## src/rtl/lpcio_pkg.sv

```systemverilog
package lpcio_pkg;

  localparam logic [3:0] NIB_START     = 4'b0000;
  localparam logic [3:0] CT_IO_READ    = 4'b0000;
  localparam logic [3:0] CT_IO_WRITE   = 4'b0010;
  localparam logic [3:0] SYNC_READY    = 4'b0000;
  localparam logic [3:0] SYNC_WAIT_SH  = 4'b0101;
  localparam logic [3:0] SYNC_WAIT_LG  = 4'b0110;
  localparam logic [3:0] NIB_IDLE      = 4'b1111;

  typedef enum logic [3:0] {
    S_IDLE, S_START, S_CTDIR, S_ADDR, S_WDATA, S_TARH,
    S_TARF, S_SYNC, S_RDATA, S_TARE, S_ABORT
  } seq_state_t;

  typedef enum logic [1:0] {
    T_IDLE, T_ISSUE, T_WAITB, T_RESP
  } top_state_t;

  function automatic logic [2:0] size_bytes(input logic [1:0] sz);
    case (sz)
      2'b00:   size_bytes = 3'd1;
      2'b01:   size_bytes = 3'd2;
      default: size_bytes = 3'd4;
    endcase
  endfunction

  function automatic logic [31:0] byte_ones(input logic [2:0] n);
    case (n)
      3'd1:    byte_ones = 32'h0000_00FF;
      3'd2:    byte_ones = 32'h0000_FFFF;
      default: byte_ones = 32'hFFFF_FFFF;
    endcase
  endfunction

endpackage

```

## src/rtl/lpcio_range_decode.sv

```systemverilog
module lpcio_range_decode #(
  parameter int NUM_RANGES = 4,
  parameter int ADDR_W     = 16
) (
  input  logic [ADDR_W-1:0]            addr,
  input  logic [NUM_RANGES*ADDR_W-1:0] base_flat,
  input  logic [NUM_RANGES*ADDR_W-1:0] limit_flat,
  input  logic [NUM_RANGES-1:0]        enable,
  output logic                         hit
);

  logic [NUM_RANGES-1:0] match;

  for (genvar g = 0; g < NUM_RANGES; g++) begin : g_window
    logic [ADDR_W-1:0] lo;
    logic [ADDR_W-1:0] hi;
    assign lo       = base_flat[g*ADDR_W +: ADDR_W];
    assign hi       = limit_flat[g*ADDR_W +: ADDR_W];
    assign match[g] = enable[g] && (addr >= lo) && (addr <= hi);
  end

  assign hit = |match;

endmodule

```

## src/rtl/lpcio_byte_cycle.sv

```systemverilog
module lpcio_byte_cycle
  import lpcio_pkg::*;
#(
  parameter int ADDR_W     = 16,
  parameter int SYNC_LIMIT = 4,
  parameter int ABORT_CLKS = 4
) (
  input  logic              clk,
  input  logic              rst,
  input  logic              start,
  input  logic              wr,
  input  logic [ADDR_W-1:0] addr,
  input  logic [7:0]        wdata,
  output logic              done,
  output logic [7:0]        rdata,
  output logic              aborted,
  output logic              lpc_frame_n,
  output logic [3:0]        lpc_ad_out,
  output logic              lpc_ad_oe,
  input  logic [3:0]        lpc_ad_in
);

  localparam int ADDR_NIBS = ADDR_W / 4;
  localparam int CNT_W     = 4;
  localparam logic [CNT_W-1:0] LAST_ADDR  = CNT_W'(ADDR_NIBS - 1);
  localparam logic [CNT_W-1:0] LAST_SYNC  = CNT_W'(SYNC_LIMIT - 1);
  localparam logic [CNT_W-1:0] LAST_ABORT = CNT_W'(ABORT_CLKS - 1);
  localparam logic [CNT_W-1:0] LAST_PAIR  = CNT_W'(1);

  seq_state_t        st_q, st_d;
  logic [CNT_W-1:0]  cnt_q, cnt_d;
  logic              wr_q;
  logic [ADDR_W-1:0] addr_q;
  logic [7:0]        wdata_q;
  logic              sync_ready, sync_wait;
  logic              frame_d, oe_d;
  logic [3:0]        ad_d;
  int                nib_sel;

  assign sync_ready = (lpc_ad_in == SYNC_READY);
  assign sync_wait  = (lpc_ad_in == SYNC_WAIT_SH) || (lpc_ad_in == SYNC_WAIT_LG);

  // next-state logic of one byte cycle
  always_comb begin
    st_d  = st_q;
    cnt_d = cnt_q;
    case (st_q)
      S_IDLE:  if (start) begin st_d = S_START; cnt_d = '0; end
      S_START: st_d = S_CTDIR;
      S_CTDIR: begin st_d = S_ADDR; cnt_d = '0; end
      S_ADDR: begin
        if (cnt_q == LAST_ADDR) begin
          cnt_d = '0;
          st_d  = wr_q ? S_WDATA : S_TARH;
        end else begin
          cnt_d = cnt_q + 1'b1;
        end
      end
      S_WDATA: begin
        if (cnt_q == LAST_PAIR) begin st_d = S_TARH; cnt_d = '0; end
        else cnt_d = cnt_q + 1'b1;
      end
      S_TARH:  st_d = S_TARF;
      S_TARF:  begin st_d = S_SYNC; cnt_d = '0; end
      S_SYNC: begin
        if (sync_ready) begin
          cnt_d = '0;
          st_d  = wr_q ? S_TARE : S_RDATA;
        end else if (sync_wait) begin
          cnt_d = '0;
        end else if (cnt_q == LAST_SYNC) begin
          cnt_d = '0;
          st_d  = S_ABORT;
        end else begin
          cnt_d = cnt_q + 1'b1;
        end
      end
      S_RDATA: begin
        if (cnt_q == LAST_PAIR) begin st_d = S_TARE; cnt_d = '0; end
        else cnt_d = cnt_q + 1'b1;
      end
      S_TARE: begin
        if (cnt_q == LAST_PAIR) begin st_d = S_IDLE; cnt_d = '0; end
        else cnt_d = cnt_q + 1'b1;
      end
      S_ABORT: begin
        if (cnt_q == LAST_ABORT) begin st_d = S_IDLE; cnt_d = '0; end
        else cnt_d = cnt_q + 1'b1;
      end
      default: begin st_d = S_IDLE; cnt_d = '0; end
    endcase
  end

  assign done = ((st_q == S_TARE) && (cnt_q == LAST_PAIR)) ||
                ((st_q == S_ABORT) && (cnt_q == LAST_ABORT));

  // bus values for the coming state, so the pins leave flops
  always_comb begin
    frame_d = !((st_d == S_START) || (st_d == S_ABORT));
    oe_d    = 1'b0;
    ad_d    = NIB_IDLE;
    nib_sel = ADDR_NIBS - 1 - int'(cnt_d);
    case (st_d)
      S_START: begin oe_d = 1'b1; ad_d = NIB_START; end
      S_CTDIR: begin oe_d = 1'b1; ad_d = wr_q ? CT_IO_WRITE : CT_IO_READ; end
      S_ADDR:  begin oe_d = 1'b1; ad_d = addr_q[nib_sel*4 +: 4]; end
      S_WDATA: begin oe_d = 1'b1; ad_d = cnt_d[0] ? wdata_q[7:4] : wdata_q[3:0]; end
      S_TARH:  begin oe_d = 1'b1; ad_d = NIB_IDLE; end
      S_ABORT: begin oe_d = 1'b1; ad_d = NIB_IDLE; end
      default: begin oe_d = 1'b0; ad_d = NIB_IDLE; end
    endcase
  end

  always_ff @(posedge clk) begin
    if (rst) begin
      st_q        <= S_IDLE;
      cnt_q       <= '0;
      wr_q        <= 1'b0;
      addr_q      <= '0;
      wdata_q     <= '0;
      rdata       <= 8'hFF;
      aborted     <= 1'b0;
      lpc_frame_n <= 1'b1;
      lpc_ad_out  <= NIB_IDLE;
      lpc_ad_oe   <= 1'b0;
    end else begin
      st_q        <= st_d;
      cnt_q       <= cnt_d;
      lpc_frame_n <= frame_d;
      lpc_ad_out  <= ad_d;
      lpc_ad_oe   <= oe_d;
      if ((st_q == S_IDLE) && start) begin
        wr_q    <= wr;
        addr_q  <= addr;
        wdata_q <= wdata;
        rdata   <= 8'hFF;
        aborted <= 1'b0;
      end
      if (st_q == S_RDATA) begin
        if (cnt_q[0]) rdata[7:4] <= lpc_ad_in;
        else          rdata[3:0] <= lpc_ad_in;
      end
      if ((st_q == S_SYNC) && (st_d == S_ABORT)) aborted <= 1'b1;
    end
  end

  AST_START_WHEN_IDLE: assert property (@(posedge clk) disable iff (rst)
    start |-> (st_q == S_IDLE));
  AST_BUS_RELEASED_IN_SYNC: assert property (@(posedge clk) disable iff (rst)
    (st_q == S_SYNC) |-> !lpc_ad_oe);
  AST_WAIT_HOLDS: assert property (@(posedge clk) disable iff (rst)
    ((st_q == S_SYNC) && sync_wait) |=> (st_q == S_SYNC));
  AST_ABORT_FRAME_LOW: assert property (@(posedge clk) disable iff (rst)
    (st_q == S_ABORT) |-> (!lpc_frame_n && lpc_ad_oe && lpc_ad_out == NIB_IDLE));

endmodule

```

## src/rtl/lpc_io_splitter.sv

```systemverilog
module lpc_io_splitter
  import lpcio_pkg::*;
#(
  parameter int NUM_RANGES = 4,
  parameter int ADDR_W     = 16,
  parameter int SYNC_LIMIT = 4,
  parameter int ABORT_CLKS = 4
) (
  input  logic                         clk,
  input  logic                         rst,
  input  logic                         req_valid,
  output logic                         req_ready,
  input  logic                         req_write,
  input  logic [1:0]                   req_size,
  input  logic [ADDR_W-1:0]            req_addr,
  input  logic [31:0]                  req_wdata,
  output logic                         rsp_valid,
  output logic [31:0]                  rsp_rdata,
  output logic                         rsp_abort,
  input  logic [NUM_RANGES*ADDR_W-1:0] dec_base,
  input  logic [NUM_RANGES*ADDR_W-1:0] dec_limit,
  input  logic [NUM_RANGES-1:0]        dec_enable,
  output logic                         lpc_frame_n,
  output logic [3:0]                   lpc_ad_out,
  output logic                         lpc_ad_oe,
  input  logic [3:0]                   lpc_ad_in
);

  top_state_t        ts_q, ts_d;
  logic              hit, accept;
  logic              wr_q;
  logic [ADDR_W-1:0] addr_q;
  logic [31:0]       wdata_q, rdata_q;
  logic [2:0]        nbytes_q;
  logic [1:0]        idx_q;
  logic              abort_q, last_byte;
  logic              seq_start, seq_done, seq_aborted;
  logic [7:0]        seq_rdata;
  logic [ADDR_W-1:0] seq_addr;
  logic [7:0]        seq_wdata;

  lpcio_range_decode #(.NUM_RANGES(NUM_RANGES), .ADDR_W(ADDR_W)) u_decode (
    .addr       (req_addr),
    .base_flat  (dec_base),
    .limit_flat (dec_limit),
    .enable     (dec_enable),
    .hit        (hit)
  );

  assign accept    = req_valid && req_ready;
  assign last_byte = ({1'b0, idx_q} == (nbytes_q - 3'd1));
  assign seq_start = (ts_q == T_ISSUE);
  assign seq_addr  = addr_q + ADDR_W'(idx_q);
  assign seq_wdata = wdata_q[{idx_q, 3'b000} +: 8];

  lpcio_byte_cycle #(.ADDR_W(ADDR_W), .SYNC_LIMIT(SYNC_LIMIT), .ABORT_CLKS(ABORT_CLKS)) u_cycle (
    .clk         (clk),
    .rst         (rst),
    .start       (seq_start),
    .wr          (wr_q),
    .addr        (seq_addr),
    .wdata       (seq_wdata),
    .done        (seq_done),
    .rdata       (seq_rdata),
    .aborted     (seq_aborted),
    .lpc_frame_n (lpc_frame_n),
    .lpc_ad_out  (lpc_ad_out),
    .lpc_ad_oe   (lpc_ad_oe),
    .lpc_ad_in   (lpc_ad_in)
  );

  always_comb begin
    ts_d = ts_q;
    case (ts_q)
      T_IDLE:  if (accept) ts_d = hit ? T_ISSUE : T_RESP;
      T_ISSUE: ts_d = T_WAITB;
      T_WAITB: if (seq_done) ts_d = last_byte ? T_RESP : T_ISSUE;
      T_RESP:  ts_d = T_IDLE;
      default: ts_d = T_IDLE;
    endcase
  end

  always_ff @(posedge clk) begin
    if (rst) begin
      ts_q      <= T_IDLE;
      wr_q      <= 1'b0;
      addr_q    <= '0;
      wdata_q   <= '0;
      rdata_q   <= '0;
      nbytes_q  <= 3'd1;
      idx_q     <= '0;
      abort_q   <= 1'b0;
      req_ready <= 1'b1;
      rsp_valid <= 1'b0;
    end else begin
      ts_q      <= ts_d;
      req_ready <= (ts_d == T_IDLE);
      rsp_valid <= (ts_d == T_RESP);
      if (accept) begin
        wr_q     <= req_write;
        addr_q   <= req_addr;
        wdata_q  <= req_wdata;
        nbytes_q <= size_bytes(req_size);
        idx_q    <= '0;
        abort_q  <= 1'b0;
        rdata_q  <= (!hit && !req_write) ? byte_ones(size_bytes(req_size)) : 32'h0;
      end
      if ((ts_q == T_WAITB) && seq_done) begin
        if (!wr_q) rdata_q[{idx_q, 3'b000} +: 8] <= seq_rdata;
        abort_q <= abort_q | seq_aborted;
        if (!last_byte) idx_q <= idx_q + 2'd1;
      end
    end
  end

  assign rsp_rdata = rdata_q;
  assign rsp_abort = abort_q;

  AST_RSP_SINGLE_CLK: assert property (@(posedge clk) disable iff (rst)
    rsp_valid |=> !rsp_valid);
  AST_NOT_READY_AT_RSP: assert property (@(posedge clk) disable iff (rst)
    rsp_valid |-> !req_ready);
  AST_MISS_KEEPS_BUS_IDLE: assert property (@(posedge clk) disable iff (rst)
    (accept && !hit) |=> (lpc_frame_n && !lpc_ad_oe && rsp_valid));
  AST_BYTE_COUNT_BOUND: assert property (@(posedge clk) disable iff (rst)
    ((ts_q == T_WAITB) && seq_done) |-> ({1'b0, idx_q} < nbytes_q));

endmodule

```

## config.mk

```make
export PLATFORM = sky130hd
export DESIGN_NAME = lpc_io_splitter
export DESIGN_NICKNAME = d
export VERILOG_FILES = /design/src/rtl/lpcio_pkg.sv /design/src/rtl/lpcio_range_decode.sv /design/src/rtl/lpcio_byte_cycle.sv /design/src/rtl/lpc_io_splitter.sv
export SDC_FILE = /design/constraint.sdc
export NUM_CORES = 1
export LEC_CHECK = 0
export BUFFER_PORTS_ARGS = -buffer_cell sky130_fd_sc_hd__buf_2
export CAP_MARGIN = 25
export CORE_MARGIN = 2
export CORE_UTILIZATION = 59
export CTS_CLUSTER_DIAMETER = 150
export CTS_CLUSTER_SIZE = 8
export DETAILED_ROUTE_END_ITERATION = 6
export PLACE_DENSITY = 0.95
export SLEW_MARGIN = 20
export SYNTH_ARGS = -nofsm -noshare
export SYNTH_HDL_FRONTEND = slang
export SYNTH_HIERARCHICAL = 1
export SYNTH_SLANG_ARGS = --single-unit
```

## constraint.sdc

```tcl
create_clock -name clk -period 8.3 [get_ports clk]
set_input_delay 0.415 -clock clk [delete_from_list [all_inputs] [get_ports clk]]
set_output_delay 0.415 -clock clk [all_outputs]
set_load 0.01 [all_outputs]
```

Word-level counts from Yosys, hierarchy flattened --
Index checks and enable logic that the tools add are counted.
Word-level totals: register bits 139, word-level logic and storage cells 148, input port bits 190
Cells by class: order comparisons 8, muxes and demuxes 48, add/subtract/negate cells 6, reduce and logical (&&, ||, !) cells 33, bitwise logic cells 1, shift operators 4, eq/ne operators 28
Operators with widths (count):
- $mux W32 | 5
- $mux W4 | 17
- $ge A16 B16 Y1 | 4
- $le A16 B16 Y1 | 4
- $pmux W32 S2 | 1
- $pmux W4 S11 | 1
- $bwmux W32 | 1
- $eq A4 B3 Y1 const B | 8
- $shift A8 B7 Y32 const A | 1
- $shiftx A16 B32 Y4 | 1
- $shiftx A32 B6 Y8 | 1
- $shiftx A8 B7 Y32 | 1
- $eq A4 B2 Y1 const B | 5
- $pmux W4 S5 | 1
- $add A16 B2 Y16 | 1
- $eq A4 B4 Y1 const B | 4
- $mux W2 | 8
- $mux W8 | 2
- $pmux W4 S4 | 1
- $logic_and A1 B1 Y1 | 15
- $eq A4 B1 Y1 const B | 3
- $logic_not A4 Y1 | 2
- $pmux W2 S4 | 1
- $mux W1 | 7
- 21 further kinds | 33

Longest topological paths before layout --
Gate-level depths: netlist of the first run.
word-level depth 12, gate-level depth with buffers 14, mapped depth without buffers 12

By module --
Netlist of the first run, hierarchy kept.
Modules (own cells, without submodules):
- lpc_io_splitter | cells an instance 490, sequential area each 1821.7 um2, area each 4112.7 um2, instances 1
- lpcio_range_decode | cells an instance 443, sequential area each 0.0 um2, area each 3180.6 um2, instances 1
- lpcio_byte_cycle | cells an instance 310, sequential area each 960.9 um2, area each 2446.1 um2, instances 1

Worst setup path before layout of the first run --
No wires, ideal clock.
path type in2reg, start point input req_addr[0], end point register rdata_q[30], in the netlist rsp_rdata[30], slack 5.178 ns, cell stages on the path 14, data required time 8.209 ns, arrival time 3.031 ns, path buffers 3, cells stage by stage inv_1 > ha_1 > nand2b_4 > a2111oi_4 > o31ai_1 > a2111o_1 > o2111ai_1 > nand4_1 > and4bb_2 > buf_2 > nand2b_1 > clkbuf_1 > buf_2 > a311oi_1
Between the ends: word-level cells in the longest chain between the ends 12, elaborated cells on any way between the ends 25, classes of those cells order compare: 8; mux: 6; reduce/logical: 11
RTL lines:
- from (decl) | line lpc_io_splitter.sv:15 | input logic [ADDR_W-1:0] req_addr,
- $ge A16 B16 Y1 | line lpcio_range_decode.sv:19 | assign match[g] = enable[g] && (addr >= lo) && (addr <= hi);
- $logic_and A1 B1 Y1 (2 in a row) | line lpcio_range_decode.sv:19
- $reduce_or A4 Y1 * | line lpcio_range_decode.sv:22 | assign hit = |match;
- via hit | line lpc_io_splitter.sv:30 | logic hit, accept;
- $logic_not A1 Y1 * | line lpc_io_splitter.sv:106 | rdata_q <= (!hit && !req_write) ? byte_ones(size_bytes(req_size)) : 32'h0;
- $logic_and A1 B1 Y1 * | line lpc_io_splitter.sv:106
- $mux W32 * | line lpc_io_splitter.sv:106
- $mux W32 * | line lpc_io_splitter.sv:99 | if (accept) begin
- $mux W32 * | line lpc_io_splitter.sv:84 | if (rst) begin
- $bwmux W32 | line lpc_io_splitter.sv:109 | if (!wr_q) rdata_q[{idx_q, 3'b000} +: 8] <= seq_rdata;
- $mux W32 | line lpc_io_splitter.sv:109
- $mux W32 * | line lpc_io_splitter.sv:108 | if ((ts_q == T_WAITB) && seq_done) begin
- to (signal assigned) | line lpc_io_splitter.sv:106
- to (signal, indexed assignment) | line lpc_io_splitter.sv:109
- to (decl) | line lpc_io_splitter.sv:33 | logic [31:0] wdata_q, rdata_q;
Mark *: on every way through the listed nets, which the timed path passes. The rest lies on a longest branch. The select of a mux whose other input is x is not followed. A chain may end at the register's enable or synchronous reset.

Final worst setup path of the first run --
start point input req_addr[0], end point register rdata_q[27], in the netlist rsp_rdata[27]
Same word-level chain as after synthesis.

==> flow_summary.json, run 1 <==
{
  "timing.final.crit_share_pct": 42.7,
  "cp_num_cells": 12,
  "grt_max_degree": 90,
  "fp-row-count": 46,
  "clk_pin_slew_ns": 0.06,
  "drc": 4,
  "critPathArrivalTime_ns": 3.86,
  "pin_count": 231,
  "rsz0062_at_grt": "no",
  "areaGrowthSynthToFinish_pct": 18.8,
  "cts_tree": "built",
  "layout-drive-gt1-share_pct": 20.8,
  "fin_crit_ns": 3.54,
  "synth_xor_area_share_pct": 1.89,
  "synth_most_common_cell": "nand2_1",
  "synth_top_family_by_area": "compound AO/OA/AOI/OAI gates",
  "rr_startpoint": "u_cycle/cnt_q[0]$_SDFF_PP0_",
  "worstSetupPathType": "in2reg",
  "nFillCells": 1218,
  "endpoint": "rsp_rdata[27]$_SDFF_PP0_",
  "rr_worst_depth": 8,
  "synth_nets": 1573,
  "synthAdderAreaFrac_pct": 18.1,
  "muxShareOfSynthArea_pct": 2.90,
  "yosys-top-cells-count": "nand2_1, a21oi_1, dfxtp_1, ha_1, inv_1",
  "core_area_um2": 16000,
  "yosys.area.top_type_share_pct": 28.6,
  "leakagePower_nw": 5.55,
  "seqCellArea_um2": 2780,
  "die_x_um": 132,
  "fmax_mhz": 282,
  "worstMarginPinSlew_ns": 0.979,
  "synth_compound_area_share_pct": 20.3,
  "synthDistinctLibCells": 78,
  "die_y_um": 132,
  "clock_skew_ns": 0.00877,
  "viasPerCell": 5.87,
  "syn_area_um2": 9740,
  "synthArstFlopShare_pct": 0,
  "cts_num_sinks": 139,
  "cts_root_buf": "clkbuf_16",
  "synth_area_leaders": "dfxtp_1, ha_1, nand2_1",
  "peakVddDrop_mv": 0.145,
  "startpoint": "req_addr[0]",
  "fin_tns_setup_ns": 0,
  "first_iter_violations": 818,
  "endpoint_kind": "flop",
  "fin_cells": 1669,
  "hp-class": "in2reg",
  "powerDensity_nw_per_um2": 166,
  "hold_depth": 3,
  "path_buf_inv": 2,
  "status": "finished, violations left",
  "insertion_delay_ns": 0.42,
  "relSlewSlack_pct": 34.7,
  "ys_warn_count": 6,
  "grt_overflow_total": 0,
  "setup_viol": 0,
  "max_stage_delay_ns": 0.61,
  "clock_path_buffers": 2,
  "gp_congestion": 0.929,
  "total_power_w": 0.00192,
  "dp_hpwl_mm": 20.1,
  "yosys.area.top_type": "dfxtp_1",
  "ant_nets": 0,
  "dp.cells": 1633,
  "seq_area_frac_synth_pct": 28.6,
  "critPathLaunchType": "primary input",
  "port_buffers": 230,
  "drt-total-wl_mm": 27.5,
  "final_util_pct": 72.3,
  "synthCells": 1243,
  "hold_violations": 0,
  "synth_edf_count": 0,
  "grt_pass1_vias": 9475,
  "critPathTopFamily": "simple AND/OR/NAND/NOR gates",
  "finalNetCount": 1767,
  "crit_fanout": 17,
  "drv_cap": 0,
  "die_area_um2": 17600,
  "r2r_slack_ns": 5.12,
  "crit_chain": "buf_2 -> inv_1 -> ha_1 -> nand2b_4 -> a2111oi_4 -> o31ai_1 -> a2111o_1 -> o2111ai_1 -> nand4_1 -> and4bb_2 -> nand2b_1 -> a311oi_1",
  "firstDrtPassIters": 7,
  "violations": "design-rule violations",
  "critPathRequiredTime_ns": 8.61,
  "cts_max_level": 4,
  "cts_made_buffers": 17,
  "ctsResizeCount": 0,
  "dr_total_vias": 9792,
  "crit_slowest_cell": "and4bb_2",
  "grt_pass1_wl_mm": 44.1,
  "postSynthAreaPerCell_um2": 7.84,
  "whs_ns": 0.228,
  "synth_ff_type": "dfxtp_1",
  "hold_buffers": 0,
  "start_util_pct": 60.9,
  "finalMaxSlewViolations": 0,
  "ys_ff_latch": 139,
  "wl_per_cell_um": 16.5,
  "rr_endpoint": "rsp_rdata[26]$_SDFF_PP0_",
  "grt_usage_pct": 30.5,
  "cts_setup_buffers": 0,
  "multi_input_area_um2": 6190,
  "antenna_found_initial": 4,
  "synthSimpleGateAreaFrac_pct": 20.3
}
==> worst min path at each step <==
stage | startpoint | end
final | req_wdata[3] | wdata_q[3]$_SDFFE_PP0N_
after global routing | req_wdata[5] | wdata_q[5]$_SDFFE_PP0N_
after CTS | req_wdata[3] | wdata_q[3]$_SDFFE_PP0N_
after detailed placement | wdata_q[12]$_SDFFE_PP0N_ | wdata_q[12]$_SDFFE_PP0N_
after global placement | wdata_q[11]$_SDFFE_PP0N_ | wdata_q[11]$_SDFFE_PP0N_
after floorplan | u_cycle/addr_q[12]$_SDFFE_PP0P_ | u_cycle/addr_q[12]$_SDFFE_PP0P_
==> cells in the final DEF (no fill, tap or decap), types with 13 or more instances in the layout <==
cell type,synthesis,routed
a21o_1,13,13
a21oi_1,170,170
a311oi_1,16,16
buf_2,9,229
clkbuf_16,0,17
dfxtp_1,139,139
ha_1,139,139
inv_1,139,139
nand2_1,228,227
nand2b_1,16,16
nand3_1,30,30
nand4_1,25,25
nor2_1,46,46
nor2b_1,13,13
nor3_1,17,17
o21ai_0,17,17
xnor2_1,15,15
==> worst register-to-register path, delay by kind of cell (launching register included) <==
kind                     cells  cell delay [ns]
AND/OR/NAND/NOR              4             1.42
adder cells (fa/ha/maj)      1             0.29
AO/OA/AOI/OAI                3             0.81
flip-flops                   1             0.51
==> metrics by stage <==
stage	cell area (um2)	setup WS, ns
final	11600	4.76
after global routing	11600	4.56
after detailed placement	10900	4.37
after CTS	11600	4.82
after floorplan	9740	5.18
after global placement	10900	4.50
==> flip-flops by register name (all words and copies together), names as in the netlist, 2 cells and up <==
signal / flops
u_cycle/wdata_q: 8
addr_q: 16
ts_q: 2
nbytes_q: 3
u_cycle/rdata: 8
u_cycle/lpc_ad_out: 4
rsp_rdata: 32
u_cycle/cnt_q: 4
u_cycle/addr_q: 16
idx_q: 2
wdata_q: 32
u_cycle/st_q: 4
==> routing by layer <==
metal  routed length [um]  global-route usage (%)  up-vias
met5                    0                       0        -
li1                     -                       -     4756
met4                  926                    13.6        0
met2                13700                    54.8      460
met3                 1900                    4.44       68
met1                10900                    36.1     4508
==> cells by family after synthesis <==
logic type	count (synthesis)
flip-flops	139
XOR/XNOR	21
multiplexers	18
buffers and inverters	200
AND/OR/NAND/NOR	417
AO/OA/AOI/OAI	308
adder cells (fa/ha/maj)	140
==> final cells by class <==
class	instances	area share (%)
diodes	4	0.0865
clock buffers	18	3.79
clock inverters	13	1.46
inverters	141	4.57
multi-input cells	904	53.5
flip-flops and latches	139	24.0
well taps	216	2.33
repair buffers	234	10.3
==> power breakdown <==
group          internal [W]  switching [W]
sequential         0.000708      0.0000327
combinational      0.000172       0.000234
clock              0.000481       0.000295
total               0.00136       0.000562
(Power assumes the default switching activity.)
==> run 2: changes to the inputs <==
ABC_AREA = 1   (was unset)
CORE_UTILIZATION = 56   (was 59)
PLACE_DENSITY = 0.91   (was 0.95)
clock period = 3.4 ns   (was 8.3 ns; I/O delays follow)
==> run 2 against run 1 <==
Compared with the run above: the flow now finishes without violations; wire length is 3.7% higher; non-clock buffer count is 7 higher; critical path depth is 8 higher; critical path type unchanged; highest routed layer unchanged.
==> flow_summary.json, run 2 <==
{
  "status": "finished clean",
  "critPathLaunchType": "primary input",
  "timing.final.crit_share_pct": 73.9,
  "ctsResizeCount": 0,
  "viasPerCell": 5.42,
  "grt_usage_pct": 28.8,
  "cts_made_buffers": 17,
  "cts_root_buf": "clkbuf_16",
  "hold_path.startpoint": "req_wdata[16]",
  "worstSetupPathType": "in2reg",
  "leakagePower_nw": 6.50,
  "die_x_um": 139,
  "postSynthAreaPerCell_um2": 6.52,
  "grt_max_degree": 55,
  "yosys.area.top_type_share_pct": 27.4,
  "final_cell_mix": "nand2_1, inv_1, buf_2, nor2_1, a21oi_1",
  "firstDrtPassIters": 6,
  "wl_per_cell_um": 14.2,
  "rsz0062_at_grt": "no",
  "ant_nets": 0,
  "fmax_mhz": 398,
  "setup_viol": 0,
  "insertion_delay_ns": 0.42,
  "hp-class": "in2reg",
  "endpoint_kind": "flop",
  "ys_warn_count": 6,
  "seq_area_frac_synth_pct": 27.4,
  "relSlewSlack_pct": 46.0,
  "antenna_found_initial": 1,
  "fp-row-count": 49,
  "yosys.area.top_type": "dfxtp_1",
  "areaGrowthSynthToFinish_pct": 18.6,
  "rr_endpoint": "u_cycle/lpc_ad_out[3]$_SDFF_PP1_",
  "port_buffers": 230,
  "synth_nets": 1886,
  "finalMaxSlewViolations": 0,
  "ys_ff_latch": 139,
  "powerDensity_nw_per_um2": 398,
  "start_util_pct": 56.7,
  "gp_congestion": 0.961,
  "dp_hpwl_mm": 21.8,
  "rr_worst_depth": 12,
  "fin_tns_setup_ns": 0,
  "synthArstFlopShare_pct": 0,
  "synth_most_common_cell": "nand2_1",
  "r2r_slack_ns": 0.93,
  "worstMarginPinSlew_ns": 0.810,
  "critPathArrivalTime_ns": 2.85,
  "fin_crit_ns": 2.51,
  "grt_overflow_total": 0,
  "crit_fanout": 16,
  "cts_tree": "built",
  "rr_startpoint": "u_cycle/cnt_q[0]$_SDFF_PP0_",
  "die_area_um2": 19200,
  "synth_edf_count": 0,
  "hold_depth": 3,
  "first_iter_violations": 894,
  "synthDistinctLibCells": 38,
  "final_common_cell": "nand2_1",
  "dr_total_vias": 10913,
  "layout-drive-gt1-share_pct": 17.1,
  "synth_ff_type": "dfxtp_1",
  "cts_max_level": 4,
  "finalNetCount": 2100,
  "drt-total-wl_mm": 28.5,
  "dpl_cell_area_um2": 11400,
  "hold_violations": 0,
  "synth_area_leaders": "dfxtp_1, ha_1, nand2_1",
  "clock_skew_ns": 0.00793,
  "core_area_um2": 17900,
  "drv_cap": 0,
  "die_y_um": 139,
  "cts_setup_buffers": 0,
  "grt_pass1_vias": 10445,
  "peakVddDrop_mv": 0.360,
  "drc": 0,
  "synthCells": 1556,
  "syn_area_um2": 10100,
  "cts_num_sinks": 139,
  "critPathRequiredTime_ns": 3.74,
  "clock_path_buffers": 2,
  "clk_pin_slew_ns": 0.06,
  "yosys-top-cells-count": "nand2_1, inv_1, nor2_1",
  "min_to": "wdata_q[16]$_SDFFE_PP0N_",
  "finalInstanceArea_um2": 12000,
  "pin_count": 231,
  "grt_pass1_wl_mm": 46.4
}
-- run 2: per-stage QoR --
step	util [%]	hold slack, ns	setup WS [ns]	total power [W]	instances
floorplan	-	0.308	1.29	0.00261	1556
global placement	63.9	0.431	0.675	0.00295	1979
detailed placement	63.9	0.435	0.588	0.00300	1979
CTS	67.2	0.00696	0.931	0.00479	2011
global route	67.2	0.0196	0.681	0.00504	2012
finish	67.2	0.00836	0.888	0.00479	2012
-- run 2: per-layer routing --
metal  GRT usage [%]  share of wire (%)  wire length, um
met1            31.7                 39            11000
met2            53.3                 50            14200
met3            5.28                7.3             2070
met4            13.7                3.9             1120
met5               0                  0                0
-- run 2: cell families after synthesis --
family | count (synthesis) | synth area share, %
AO/OA/AOI/OAI | 290 | 14.9
XOR/XNOR | 15 | 1.29
AND/OR/NAND/NOR | 675 | 27.6
adder cells (fa/ha/maj) | 140 | 17.3
flip-flops | 139 | 27.4
buffers and inverters | 297 | 11.5
-- run 2: how the worst max path moves through the flow --
stage | startpoint | to | slack, ns | cells after the start
global placement | req_addr[0] | rsp_rdata[23]$_SDFF_PP0_ | 0.67 | 19
global route | u_cycle/cnt_q[0]$_SDFF_PP0_ | u_cycle/lpc_ad_out[3]$_SDFF_PP1_ | 0.68 | 12
finish | req_addr[0] | rsp_rdata[24]$_SDFF_PP0_ | 0.89 | 20
CTS | req_addr[0] | rsp_rdata[24]$_SDFF_PP0_ | 0.93 | 20
floorplan | req_addr[0] | rsp_rdata[29]$_SDFF_PP0_ | 1.29 | 20
detailed placement | req_addr[0] | rsp_rdata[23]$_SDFF_PP0_ | 0.59 | 19
-- run 2: where the power goes --
group          total [W]  leakage (nW)  internal [W]  switching (W)
clock            0.00180         0.278       0.00111       0.000690
sequential       0.00186          1.14       0.00178      0.0000817
combinational    0.00113          5.08      0.000432       0.000695
total            0.00479          6.50       0.00332        0.00147
-- run 2: critical path, stage by stage --
cell and delay, ns:
buf_2 0.14, inv_1 0.27, ha_1 0.29, nand2_1 0.06, nor2_1 0.03, and2_1 0.14
nor2_1 0.07, nand2_1 0.08, nand2_1 0.06, nand2_1 0.04, nand2_1 0.06, nor2_1 0.04
nor2_1 0.13, nand2_1 0.13, or2_0 0.24, nor2_2 0.23, nand2_2 0.26, nand2_1 0.14
nand2_1 0.07, a21oi_1 0.18
-- run 2: repair_timing --
action                     in CTS  in global routing
hold buffers                    1                  0
hold endpoints to repair        1                  0
setup endpoints to repair       0                  0
-- run 2: final cells by class --
class | count | area, um2
multi-input cells | 1120 | 6200
fillers | 1462 | 5870
flip-flops and latches | 139 | 2780
repair buffers | 241 | 1240
inverters | 251 | 942
clock buffers | 20 | 457
well taps | 229 | 287
clock inverters | 11 | 120
diodes | 1 | 2.50
